## src/rtl/opf_pkg.sv

```systemverilog
package opf_pkg;

  typedef enum logic [2:0] {
    ST_IDLE = 3'd0,
    ST_T1   = 3'd1,
    ST_T2   = 3'd2,
    ST_T3   = 3'd3,
    ST_T4   = 3'd4,
    ST_XTRA = 3'd5
  } tState;

  // strobes from the control to the datapath
  typedef struct packed {
    logic drvLow;     // drive low address byte on shared bus
    logic holdHigh;   // present high address byte
    logic captureIr;  // load instruction register this edge
    logic bumpPc;     // advance program counter this edge
  } tStrobes;

endpackage

```

## src/rtl/opf_ctrl.sv

```systemverilog
module opf_ctrl
  import opf_pkg::*;
#(
  parameter int EXTRA_W   = 2,
  parameter int MAX_EXTRA = 2
) (
  input  logic               clk,
  input  logic               rst,
  input  logic               start,
  input  logic [EXTRA_W-1:0] extraStates,
  output tStrobes            strb,
  output logic               addrLatch,
  output logic               memIo,
  output logic               stat1,
  output logic               stat0,
  output logic               readN,
  output logic               writeN,
  output logic               intAckN,
  output logic               decodeReady,
  output logic               done,
  output logic               busy
);

  localparam logic [EXTRA_W-1:0] MAX_X = EXTRA_W'(MAX_EXTRA);
  localparam logic [EXTRA_W-1:0] ONE_X = EXTRA_W'(1);

  tState             state, stateNext;
  logic [EXTRA_W-1:0] extraLeft, extraNext;
  logic [EXTRA_W-1:0] extraClamped;

  assign extraClamped = (extraStates > MAX_X) ? MAX_X : extraStates;

  always_comb begin
    stateNext = state;
    extraNext = extraLeft;
    case (state)
      ST_IDLE: if (start) begin
        stateNext = ST_T1;
        extraNext = extraClamped;
      end
      ST_T1: stateNext = ST_T2;
      ST_T2: stateNext = ST_T3;
      ST_T3: stateNext = ST_T4;
      ST_T4: stateNext = (extraLeft == '0) ? ST_IDLE : ST_XTRA;
      ST_XTRA: begin
        if (extraLeft == ONE_X) stateNext = ST_IDLE;
        extraNext = extraLeft - ONE_X;
      end
      default: stateNext = ST_IDLE;
    endcase
  end

  always_ff @(posedge clk) begin
    if (rst) begin
      state     <= ST_IDLE;
      extraLeft <= '0;
    end else begin
      state     <= stateNext;
      extraLeft <= extraNext;
    end
  end

  assign busy          = (state != ST_IDLE);
  assign addrLatch     = (state == ST_T1);
  assign readN         = !((state == ST_T2) || (state == ST_T3));
  assign memIo         = 1'b0;
  assign stat1         = busy;
  assign stat0         = busy;
  assign writeN        = 1'b1;
  assign intAckN       = 1'b1;
  assign decodeReady   = (state == ST_T4);
  assign done          = ((state == ST_T4) && (extraLeft == '0)) ||
                         ((state == ST_XTRA) && (extraLeft == ONE_X));

  assign strb.drvLow    = (state == ST_T1);
  assign strb.holdHigh  = (state == ST_T1) || (state == ST_T2) || (state == ST_T3);
  assign strb.captureIr = (state == ST_T3);
  assign strb.bumpPc    = (state == ST_T3);

  assert_ale_single_R2: assert property (@(posedge clk) disable iff (rst)
    addrLatch |=> !addrLatch);

  assert_rd_after_ale_R4: assert property (@(posedge clk) disable iff (rst)
    addrLatch |=> !readN);

  assert_rd_two_cycles_R4: assert property (@(posedge clk) disable iff (rst)
    $fell(readN) |=> !readN);

  assert_status_R3: assert property (@(posedge clk) disable iff (rst)
    !readN |-> (stat1 && stat0 && !memIo && writeN && intAckN));

  assert_decode_after_read_R7: assert property (@(posedge clk) disable iff (rst)
    decodeReady |-> $past(!readN));

  assert_done_pulse_R9: assert property (@(posedge clk) disable iff (rst)
    done |=> (!done && !busy));

endmodule

```

## src/rtl/opf_datapath.sv

```systemverilog
module opf_datapath
  import opf_pkg::*;
#(
  parameter int ADDR_W = 16,
  parameter int DATA_W = 8
) (
  input  logic              clk,
  input  logic              rst,
  input  tStrobes           strb,
  input  logic [DATA_W-1:0] busIn,
  output logic [DATA_W-1:0] busOut,
  output logic              busOe,
  output logic [ADDR_W-DATA_W-1:0] addrHigh,
  output logic [DATA_W-1:0] irOut,
  output logic [ADDR_W-1:0] pcOut
);

  localparam int HIGH_W = ADDR_W - DATA_W;

  logic [ADDR_W-1:0] pcReg;
  logic [DATA_W-1:0] irReg;

  always_ff @(posedge clk) begin
    if (rst) begin
      pcReg <= '0;
      irReg <= '0;
    end else begin
      if (strb.captureIr) irReg <= busIn;
      if (strb.bumpPc)    pcReg <= pcReg + ADDR_W'(1);
    end
  end

  assign busOe    = strb.drvLow;
  assign busOut   = strb.drvLow ? pcReg[DATA_W-1:0] : '0;
  assign addrHigh = strb.holdHigh ? pcReg[ADDR_W-1:DATA_W] : HIGH_W'(0);
  assign irOut    = irReg;
  assign pcOut    = pcReg;

  assert_pc_step_R6: assert property (@(posedge clk) disable iff (rst)
    strb.bumpPc |=> (pcOut == $past(pcOut) + ADDR_W'(1)));

  assert_pc_hold_R6: assert property (@(posedge clk) disable iff (rst)
    !strb.bumpPc |=> $stable(pcOut));

  assert_ir_hold_R6: assert property (@(posedge clk) disable iff (rst)
    !strb.captureIr |=> $stable(irOut));

  assert_oe_window_R5: assert property (@(posedge clk) disable iff (rst)
    busOe |-> strb.holdHigh);

endmodule

```

## src/rtl/opf_seq_top.sv

```systemverilog
module opf_seq_top
  import opf_pkg::*;
#(
  parameter int ADDR_W    = 16,
  parameter int DATA_W    = 8,
  parameter int EXTRA_W   = 2,
  parameter int MAX_EXTRA = 2
) (
  input  logic                     clk,
  input  logic                     rst,
  input  logic                     start,
  input  logic [EXTRA_W-1:0]       extraStates,
  input  logic [DATA_W-1:0]        busIn,
  output logic [DATA_W-1:0]        busOut,
  output logic                     busOe,
  output logic [ADDR_W-DATA_W-1:0] addrHigh,
  output logic                     addrLatch,
  output logic                     memIo,
  output logic                     stat1,
  output logic                     stat0,
  output logic                     readN,
  output logic                     writeN,
  output logic                     intAckN,
  output logic [DATA_W-1:0]        irOut,
  output logic [ADDR_W-1:0]        pcOut,
  output logic                     decodeReady,
  output logic                     done,
  output logic                     busy
);

  tStrobes strb;

  opf_ctrl #(.EXTRA_W(EXTRA_W), .MAX_EXTRA(MAX_EXTRA)) uCtrl (
    .clk(clk), .rst(rst), .start(start), .extraStates(extraStates),
    .strb(strb), .addrLatch(addrLatch), .memIo(memIo), .stat1(stat1),
    .stat0(stat0), .readN(readN), .writeN(writeN), .intAckN(intAckN),
    .decodeReady(decodeReady), .done(done), .busy(busy)
  );

  opf_datapath #(.ADDR_W(ADDR_W), .DATA_W(DATA_W)) uPath (
    .clk(clk), .rst(rst), .strb(strb), .busIn(busIn), .busOut(busOut),
    .busOe(busOe), .addrHigh(addrHigh), .irOut(irOut), .pcOut(pcOut)
  );

endmodule

```

## config.mk

```make
export PLATFORM = sky130hd
export DESIGN_NAME = opf_seq_top
export DESIGN_NICKNAME = d
export VERILOG_FILES = /design/src/rtl/opf_pkg.sv /design/src/rtl/opf_ctrl.sv /design/src/rtl/opf_datapath.sv /design/src/rtl/opf_seq_top.sv
export SDC_FILE = /design/constraint.sdc
export NUM_CORES = 1
export LEC_CHECK = 0
export BUFFER_PORTS_ARGS = -buffer_cell sky130_fd_sc_hd__buf_2
export CORE_UTILIZATION = 51
export CTS_CLUSTER_SIZE = 28
export DETAILED_ROUTE_END_ITERATION = 7
export PLACE_DENSITY_LB_ADDON = 0.08
export SLEW_MARGIN = 5
export SYNTH_ARGS = -nofsm -noshare
export SYNTH_HDL_FRONTEND = slang
export SYNTH_HIERARCHICAL = 1
export SYNTH_SLANG_ARGS = --single-unit
```

## constraint.sdc

```tcl
create_clock -name clk -period 4.1 [get_ports clk]
set_input_delay 0.205 -clock clk [delete_from_list [all_inputs] [get_ports clk]]
set_output_delay 0.205 -clock clk [all_outputs]
set_load 0.01 [all_outputs]
```

== Yosys cells after proc, flatten, opt, wreduce, memory -nomap -nowiden ==
Index checks and enable logic that the tools add are counted.

* Add/subtract/negate cells: 2
* Order comparisons: 1
* Equality and inequality tests: 8
* Muxes and demuxes: 9
* Reduce and logical (&&, ||, !) cells: 13

{| class="wikitable"
|+ Operator list
! cell !! count
|-
| 3-bit one-hot mux with 6 select lines || 1
|-
| 16-bit by 1-bit adder with 16-bit output, second input constant || 1
|-
| 8-bit 2-to-1 mux || 2
|-
| 3-bit 2-to-1 mux || 3
|-
| 3-bit by 2-bit equality test with 1-bit output, second input constant || 2
|-
| 3-bit equality test, second input constant || 2
|-
| 1-bit logical OR || 4
|-
| 2-bit 2-to-1 mux || 2
|-
| 2-bit inequality test, second input constant || 2
|-
| 2-bit one-hot mux with 2 select lines || 1
|-
| 2-bit AND reduction || 2
|-
| 3-bit by 1-bit equality test with 1-bit output, second input constant || 1
|-
| 3-bit zero test || 1
|-
| 3-bit nonzero test || 1
|-
| 2-bit by 1-bit equality test with 1-bit output, second input constant || 1
|-
| 2-bit greater-than comparator, second input constant || 1
|-
| 1-bit logical AND || 2
|-
| 2-bit zero test || 1
|-
| 2-bit nonzero test || 1
|-
| 2-bit by 1-bit subtractor with 2-bit output, second input constant || 1
|-
| 1-bit zero test || 1
|}

* Register bits: 29
* Output and inout bits: 51

== Logic depth before layout (Yosys ltp) ==
Gate-level depths: netlist of run 1.

* Word-level depth: 4
* Gate-level depth with buffers: 9

== By module ==
The synthesis of run 1 kept the hierarchy.

{| class="wikitable"
|+ Modules (own cells, without submodules)
! module !! times used !! cells an instance !! area an instance (µm²) !! sequential area each (µm²)
|-
| opf_datapath || 1 || 120 || 1107.3 || 480.5
|-
| opf_ctrl || 1 || 49 || 415.4 || 100.1
|}

== Least setup slack after synthesis of run 1 ==
Ideal clock, no wire load.

* Path type: reg-to-reg
* Start point: reg uCtrl.state[2]
* End point: reg uPath.pcReg[13] (netlist: uPath/pcOut[13])
* Arrival time: 1.743 ns
* Data required time: 3.985 ns
* Setup slack: 2.243 ns
* Cell stages (with the launch flop): 10
* Path through: dfxtp_1 -> buf_6 -> nand2b_1 -> or2_2 -> inv_1 -> buf_6 -> nand4_1 -> nor4_1 -> xnor2_1 -> nor2_1

{| class="wikitable"
|+ RTL lines
! item !! RTL line !! RTL
|-
| start: declaration || opf_ctrl.sv:27 || <nowiki>tState state, stateNext;</nowiki>
|-
| start signal: assignment || opf_ctrl.sv:58 || <nowiki>state <= stateNext;</nowiki>
|-
| end signal: assignment || opf_datapath.sv:29 || <nowiki>if (strb.bumpPc) pcReg <= pcReg + ADDR_W'(1);</nowiki>
|-
| end: declaration || opf_datapath.sv:20 || <nowiki>logic [ADDR_W-1:0] pcReg;</nowiki>
|}

==> results of run 1 <==
where the power goes:
part / switching (mW) / internal [mW] / leakage, nW
registers: 0.0103 / 0.289 / 0.234
clock network: 0.0957 / 0.0992 / 0.0413
logic: 0.0406 / 0.0321 / 0.604
metal layers:
layer	track usage (%)	share of wire (%)	up-vias
li1	-	-	664
met1	25.7	45	594
met2	32.6	46	52
met3	5.07	6.7	5
met4	8.36	1.3	0
met5	0	0	-
cell usage after synthesis, types with 2 or more instances:
library cell / instances / area [um2]
xor2_1: 8 / 70.1
ha_1: 3 / 37.5
conb_1: 2 / 7.51
nor3_1: 2 / 10.0
inv_1: 6 / 22.5
mux2i_1: 11 / 110
buf_4: 10 / 75.1
clkbuf_1: 2 / 7.51
or3_1: 3 / 18.8
xnor2_1: 7 / 61.3
and2_1: 16 / 100
dfxtp_1: 29 / 581
nand3_1: 4 / 20.0
buf_6: 3 / 33.8
o21ai_0: 2 / 10.0
nor2_1: 26 / 97.6
nor4_1: 3 / 18.8
nand4_1: 6 / 37.5
a21oi_1: 4 / 20.0
nand2_1: 5 / 18.8
nand2b_1: 2 / 12.5
state kept, by name, indices dropped and copies added (netlist names):
register         count
uCtrl/extraLeft      2
uPath/pcOut         16
uPath/irOut          8
uCtrl/state          3
worst paths after layout:
check	end	cells past startpoint	slack, ns	startpoint
worst max-delay path	uPath/pcOut[15]	7	1.66	uCtrl/state[0]
worst min-delay path	uPath/irOut[4]	3	0.12	busIn[4]
worst max register to register	uPath/pcOut[15]	7	1.66	uCtrl/state[0]
worst min register to register	uPath/irOut[3]	2	0.50	uPath/irOut[3]
final cells by class:
cell class                      count  area [um2]  area share [%]
Inverter                            6        22.5            1.24
Timing Repair Buffer               60         300            16.5
Tap cell                           31        38.8            2.13
Sequential cell                    29         581            31.9
Clock buffer                        7        65.1            3.58
Multi-Input combinational cell    120         807            44.4
Clock inverter                      1        5.00           0.275
cell families (layout without fill, tap and decap cells):
family	count (synthesis)	count (layout)	synth area share, %
flip-flops	29	29	38.1
XOR/XNOR	15	15	8.63
buffers and inverters	21	74	9.12
adder cells (fa/ha/maj)	3	3	2.47
multiplexers	11	11	7.23
other	2	3	0.493
AND/OR/NAND/NOR	77	77	29.3
AO/OA/AOI/OAI	11	11	4.60
worst register-to-register path: cells and delay by family (launching register included):
| kind | cells | cell delay [ns] |
|---|---|---|
| and+or+nand+nor | 4 | 1.08 |
| xor gates and xnor gates | 1 | 0.16 |
| buffers and inverters | 2 | 0.55 |
| DFF | 1 | 0.52 |
==> flow_summary.yaml, run 1 <==
status:
  status: "complete, no violations"
worst_setup_path:
  crit_type: "flip-flop to flip-flop"
  crit_slowest_cell: "dfxtp_1"
  cp_slowest_stage_delay_ns: 0.52
  cp-start-kind: "flip-flop"
  cp_common_cell: "inv_1"
  crit_family: "simple AND/OR/NAND/NOR gates"
  worstSetupEndpointType: "flip-flop"
  crit_buf_inv: 2
  cp_max_fo: 15
  worstPathCellList: "inv_1 -> or2_2 -> inv_1 -> nand4_1 -> nor4_1 -> xnor2_1 -> nor2_1"
  cp.required_ns: 4.29
  arrival_ns: 2.63
worst_hold_path:
  min_path_type: "input pin to flip-flop"
timing:
  whs_ns: 0.121
  worstMarginPinSlew_ns: 0.964
  fin_crit_ns: 2.44
  clock_skew_ns: 0.00763
  max_freq_mhz: 409
  layout_worst_path_cycle_share_pct: 59.6
  hold_viol_final: 0
  setup_slack_ns: 1.66
  tns_ns: 0
  rsz0062_at_grt: "false"
  finalSetupViolations: 0
  slew_headroom_pct: 35.2
  slew_violations: 0
drt:
  wl_per_cell_um: 11.9
  drt_wl_total_um: 3020
  vias: 1315
  ant_nets: 0
  routed_via_density: 5.18
  drcViolationCount: 0
  first_pass_iters: 4
  drt_iter0_markers: 35
die:
  rows: 19
  dieArea_mm2: 0.00321
  core-area_mm2: 0.00278
  die_x_um: 56.6
  die_h_um: 56.6
  start_util_pct: 54.7
  ios: 64
global_routing:
  antenna_found_initial: 0
  grt_pass1_vias: 1146
  grt_pass1_wl_um: 5060
  gr-total-overflow: 0
  grt_start_max_net_pins: 30
  grtUsageTotal_pct: 20.3
synth:
  netlist_area_mm2: 0.00152
  synth_cell_type_count: 36
  synth_flop_cell: "dfxtp_1"
  syn_area_per_cell_um2: 9.01
  postSynthCellCount: 169
  synth-edff-count: 0
  async_reset_ff_share_pct: 0
  ys_warn_count: 6
  seq_area_frac_synth_pct: 38.1
  ys_ff_latch: 29
cts:
  cts_buffer_depth: 2
  clock-root-buffer: "clkbuf_4"
  cts_tree: "done"
  clk_pin_slew_ns: 0.09
  cts_inserted_buffers: 5
  htree_levels: 2
  clock-sinks: 29
  cts_resized: 0
  cts_hold_buf: 0
  post-cts-setup-buffers: 0
  clk_latency_ns: 0.32
job:
  max-cap-violations: 0
placement:
  dp_hpwl_um: 2200
  portBuffers: 60
  routabilityCongestion: 0.800
  dp_slack_ns: 1.71
  placed_area_mm2: 0.00175
  dp.cells: 246
pwr:
  peakVddDrop_v: 0.000247
  power_mw: 0.566
  power.density_mw_per_mm2: 311
  p_leak_nw: 0.880
finish:
  area_delta_synth_final_pct: 19.5
  n_antenna_cell: 0
  final_cell_mix: "buf_2, dfxtp_1, nor2_1, and2_1, mux2i_1"
  final-instance-count-excl-fill: 254
  fin_area_mm2: 0.00182
  layout-drive-gt1-share_pct: 33.2
  fin_util_pct: 65.4
  fin_nets: 238
  final_common_cell: "buf_2"
  fill_cells: 254
Note: power is estimated with default switching activity, not from simulation.
==> run 2, diff against run 1 <==
- CORE_UTILIZATION: 51 -> 43
- clock period: 4.1 -> 2.1 ns (I/O delays scaled with it)
==> run 2 against run 1 <==
  * Clock power up 76%
  * Sequential cell count unchanged
  * Utilization down 9.0 points
  * Critical endpoint unchanged
  * Largest power group unchanged
==> flow_summary.yaml, run 2 (same netlist as run 1, synthesis figures left out) <==
global_routing:
  globalRouteMet3Util_pct: 6.51
  antenna_found_initial: 0
  gr-total-overflow: 0
  grt_pass1_wl_um: 4640
  grtUsageTotal_pct: 17.3
  grt_start_max_net_pins: 30
  top_usage_layer: "met2"
  groute.layer.met1.usage_pct: 18.9
  met2_usage_pct: 29.3
  grt_pass1_vias: 1087
placement:
  portBuffers: 60
  dp_hpwl_um: 2280
  routabilityCongestion: 0.775
die:
  die_h_um: 61.5
  dieArea_mm2: 0.00378
  ios: 64
  rows: 21
  start_util_pct: 45.3
  core-area_mm2: 0.00336
  die_x_um: 61.5
worst_setup_path:
  cp_max_fo: 7
  cp.required_ns: 2.30
  crit_type: "flip-flop to flip-flop"
  worstSetupEndpointType: "flip-flop"
  cp-start-kind: "flip-flop"
  rrSetupSlack_ns: 0.28
  arrival_ns: 2.02
  cp-startpoint: "uCtrl/state[2]"
  r2r_cells: 7
  rr_startpoint: "uCtrl/state[2]"
  critPathCapture: "uPath/pcOut[15]"
  timing.rr.end: "uPath/pcOut[15]"
cts:
  cts_tree: "done"
  post-cts-setup-buffers: 0
  clock-sinks: 29
  clk_latency_ns: 0.33
  clk_pin_slew_ns: 0.09
  cts_buffer_depth: 2
  cts_inserted_buffers: 5
  clock-root-buffer: "clkbuf_4"
  htree_levels: 2
timing:
  tns_ns: 0
  layout_worst_path_cycle_share_pct: 86.7
  max_freq_mhz: 549
  hold_viol_final: 0
  whs_ns: 0.0144
  fin_crit_ns: 1.82
  rsz0062_at_grt: "false"
  clock_skew_ns: 0.00933
  finalSetupViolations: 0
  slew_violations: 0
drt:
  drt_wl_total_um: 3100
  routed_via_density: 4.77
  drcViolationCount: 0
  drt_iter0_markers: 31
  wl_per_cell_um: 11.2
  vias: 1321
  ant_nets: 0
  first_pass_iters: 4
pwr:
  peakVddDrop_v: 0.000422
  p_leak_nw: 0.915
  power.density_mw_per_mm2: 572
job:
  max-cap-violations: 0
finish:
  n_antenna_cell: 0
  final_common_cell: "buf_2"
  fin_nets: 247
  layout-drive-gt1-share_pct: 33.8
  largest_register_ffs: 16
  final_cell_mix: "buf_2, dfxtp_1, nor2_1, and2_1, mux2i_1"
  area_delta_synth_final_pct: 24.7
status:
  status: "complete, no violations"
worst_hold_path:
  min_path_type: "input pin to flip-flop"
run 2: cell count changes in the layout (fill, tap and decap cells not counted), sizes merged:
cell,previous run,this run
dlygate4sd3,0,3
clkinv,1,0
buf,60,66
run 2: what timing repair did:
action,4_1_cts,5_1_grt
hold buffers,2,1
resized for setup,0,0
endpoints found under the hold margin,2,1
setup endpoints to repair,0,0
run 2: layer usage:
metal,vias up,share of wire [%]
met2,41,46
met4,0,1.8
met3,7,5.5
met5,-,0
met1,591,46
li1,682,-
run 2: final cells by class:
type	instances	area, um2
clock buffers	7	55.1
fillers	351	1470
inverters	6	22.5
multi-input cells	120	807
flip-flops and latches	29	581
well taps	46	57.6
repair buffers	69	375
run 2: power breakdown:
part           total [mW]  internal [mW]  leakage (nW)  switching (mW)
Sequential          0.572          0.563         0.234         0.00832
Clock               0.343          0.158        0.0314           0.185
Combinational       0.170         0.0779         0.649          0.0926
Total                1.08          0.799         0.915           0.286
run 2: worst max-delay path, cell delays in order, from the launching register on:
cell      delay (ns)
dfxtp_1         0.32
nand2b_1        0.14
or2_2           0.28
inv_1           0.16
nand4_1         0.20
nor4_1          0.39
xnor2_1         0.16
nor2_1          0.05
run 2: worst min-delay path by stage:
stage | start | endpoint | slack (ns) | cells after the start
2_1_floorplan | rst | uCtrl/state[0] | 0.17 | 1
5_1_grt | busIn[0] | uPath/irOut[0] | 0.03 | 3
4_1_cts | busIn[7] | uPath/irOut[7] | 0.003 | 3
3_3_place_gp | busIn[3] | uPath/irOut[3] | 0.34 | 3
3_5_place_dp | busIn[2] | uPath/irOut[2] | 0.35 | 3
6_report | busIn[5] | uPath/irOut[5] | 0.01 | 3
run 2: per-stage QoR:
step	power, mW	utilization (%)	worst slack [ns]	std cells	instance area [um2]
floorplan	0.719	-	0.243	170	1530
global placement	0.748	53.9	0.345	267	1810
detailed placement	0.753	53.9	0.307	267	1810
CTS	1.10	56.1	0.274	276	1890
global route	1.14	56.4	0.0858	277	1900
finish	1.08	56.4	0.280	277	1900
==> run 3, diff against run 2 <==
- CAP_MARGIN: unset -> 5
- REMOVE_ABC_BUFFERS: unset -> 1
- SETUP_SLACK_MARGIN: unset -> 0.1
==> run 3 against run 2 <==
  * Register-to-register slack worse by 0.02 ns
  * Critical path type unchanged
  * Wire length is 1.8% higher
  * Clock-buffer cell count is 2 lower
  * Final area is 2.2% lower
  * Clock skew is 0.0048 ns lower
  * Final cell count is 1.4% lower
  * Sequential power hardly changed
  * First-iteration DRC count is 120% higher
  * Clock power is 14% lower
  * Fmax is 1.3% lower
  * Die area stayed put
  * Via count is 0.38% lower
==> flow_summary.yaml, run 3 (same netlist as run 1, synthesis figures left out) <==
timing:
  fin_crit_ns: 1.84
  setup_slack_ns: 0.255
  slew_violations: 0
  rsz0062_at_grt: "false"
  hold_viol_final: 0
  max_freq_mhz: 542
  slew_headroom_pct: 65.8
  layout_worst_path_cycle_share_pct: 87.8
  worstMarginPinSlew_ns: 0.513
  finalSetupViolations: 0
  clock_skew_ns: 0.00452
cts:
  clk_latency_ns: 0.31
  cts_tree: "done"
  cts_resized: 0
  post-cts-setup-buffers: 0
  clock-sinks: 29
  htree_levels: 2
  cts_hold_buf: 0
  clk_pin_slew_ns: 0.09
  cts_inserted_buffers: 5
  clock-root-buffer: "clkbuf_4"
  cts_buffer_depth: 2
global_routing:
  gr-total-overflow: 0
  grt_pass1_wl_um: 5130
  grt_pass1_vias: 1160
  grtUsageTotal_pct: 18.8
  grt_start_max_net_pins: 30
  antenna_found_initial: 0
placement:
  portBuffers: 60
  routabilityCongestion: 0.765
  dp_slack_ns: 0.290
  dp_hpwl_um: 2320
pwr:
  power.density_mw_per_mm2: 558
  intPower_mw: 0.754
  p_clk_share_pct: 28.5
  peakVddDrop_v: 0.000378
  swShare_pct: 27.2
  p_leak_nw: 0.898
  switchingPower_mw: 0.281
  p_seq_share_pct: 55.2
  pwr-share-comb_pct: 16.3
worst_setup_path:
  worstSetupEndpointType: "flip-flop"
  cp_max_fo: 4
  cp.required_ns: 2.29
  cp-start-kind: "flip-flop"
  crit_type: "flip-flop to flip-flop"
  arrival_ns: 2.04
finish:
  final_common_cell: "buf_2"
  final_cell_mix: "buf_2, dfxtp_1, nor2_1, and2_1, mux2i_1"
  largest_register_ffs: 16
  layout-drive-gt1-share_pct: 34.4
  fin_nets: 244
  fill_cells: 339
  n_antenna_cell: 0
  area_delta_synth_final_pct: 21.9
  fin_util_pct: 55.2
die:
  start_util_pct: 45.3
  die_x_um: 61.5
  die_h_um: 61.5
  core-area_mm2: 0.00336
  ios: 64
  rows: 21
  dieArea_mm2: 0.00378
drt:
  drt_wl_total_um: 3150
  drcViolationCount: 0
  drt_iter0_markers: 69
  wl_per_cell_um: 11.5
  routed_via_density: 4.82
  first_pass_iters: 4
  vias: 1316
  ant_nets: 0
status:
  status: "complete, no violations"
worst_hold_path:
  min_path_type: "input pin to flip-flop"
job:
  max-cap-violations: 0
run 3: cell count changes in the layout (fill, tap and decap cells not counted), sizes merged:
cell	change
dlygate4sd3	-3
clkinv	+1
clkbuf	-2
run 3: stage by stage:
stage / cells / setup TNS, ns / instance area, um2 / power, mW / hold slack (ns)
floorplan: 155 / -0.294 / 1410 / 0.679 / 0.174
global placement: 267 / 0 / 1810 / 0.750 / 0.341
detailed placement: 267 / 0 / 1810 / 0.757 / 0.346
CTS: 273 / 0 / 1860 / 1.06 / 0.0140
global route: 273 / 0 / 1860 / 1.10 / 0.0197
finish: 273 / 0 / 1860 / 1.03 / 0.0229
run 3: worst paths after layout:
kind,start,endpoint,slack [ns],cells after the start
worst max-delay path,uCtrl/state[2],uPath/pcOut[11],0.26,7
worst min-delay path,busIn[1],uPath/irOut[1],0.02,3
worst max register to register,uCtrl/state[2],uPath/pcOut[11],0.26,7
worst min register to register,uPath/irOut[1],uPath/irOut[1],0.50,2
run 3: layer usage:
layer	GRT usage [%]	up-vias	wire length, um
met5	0	-	0
li1	-	672	-
met4	8.25	0	42
met2	30.1	43	1460
met1	22.8	597	1460
met3	6.30	4	185
run 3: worst max-delay path, stage by stage, from the launching register on:
cell and delay (ns):
dfxtp_1 0.32, nand2b_1 0.16, or2_2 0.29, inv_1 0.11, nand4_1 0.21, nor4_1 0.42
xnor2_1 0.17, nor2_1 0.05
run 3: area by class of cell:
| class | count | area, um2 | share of cell area (%) |
|---|---|---|---|
| multi-input combinational | 120 | 807 | 43.5 |
| sequential | 29 | 581 | 31.3 |
| timing repair buffer | 66 | 345 | 18.6 |
| tap | 46 | 57.6 | 3.10 |
| clock buffer | 5 | 37.5 | 2.02 |
| inverter | 6 | 22.5 | 1.21 |
| clock inverter | 1 | 5.00 | 0.270 |
run 3: power groups by stage:
stage / clock network (mW) / registers, mW / logic (mW)
after floorplan: 0 / 0.595 / 0.0833
after global placement: 0 / 0.584 / 0.166
after detailed placement: 0 / 0.585 / 0.172
after CTS: 0.312 / 0.572 / 0.172
after global routing: 0.329 / 0.574 / 0.193
final: 0.295 / 0.572 / 0.168
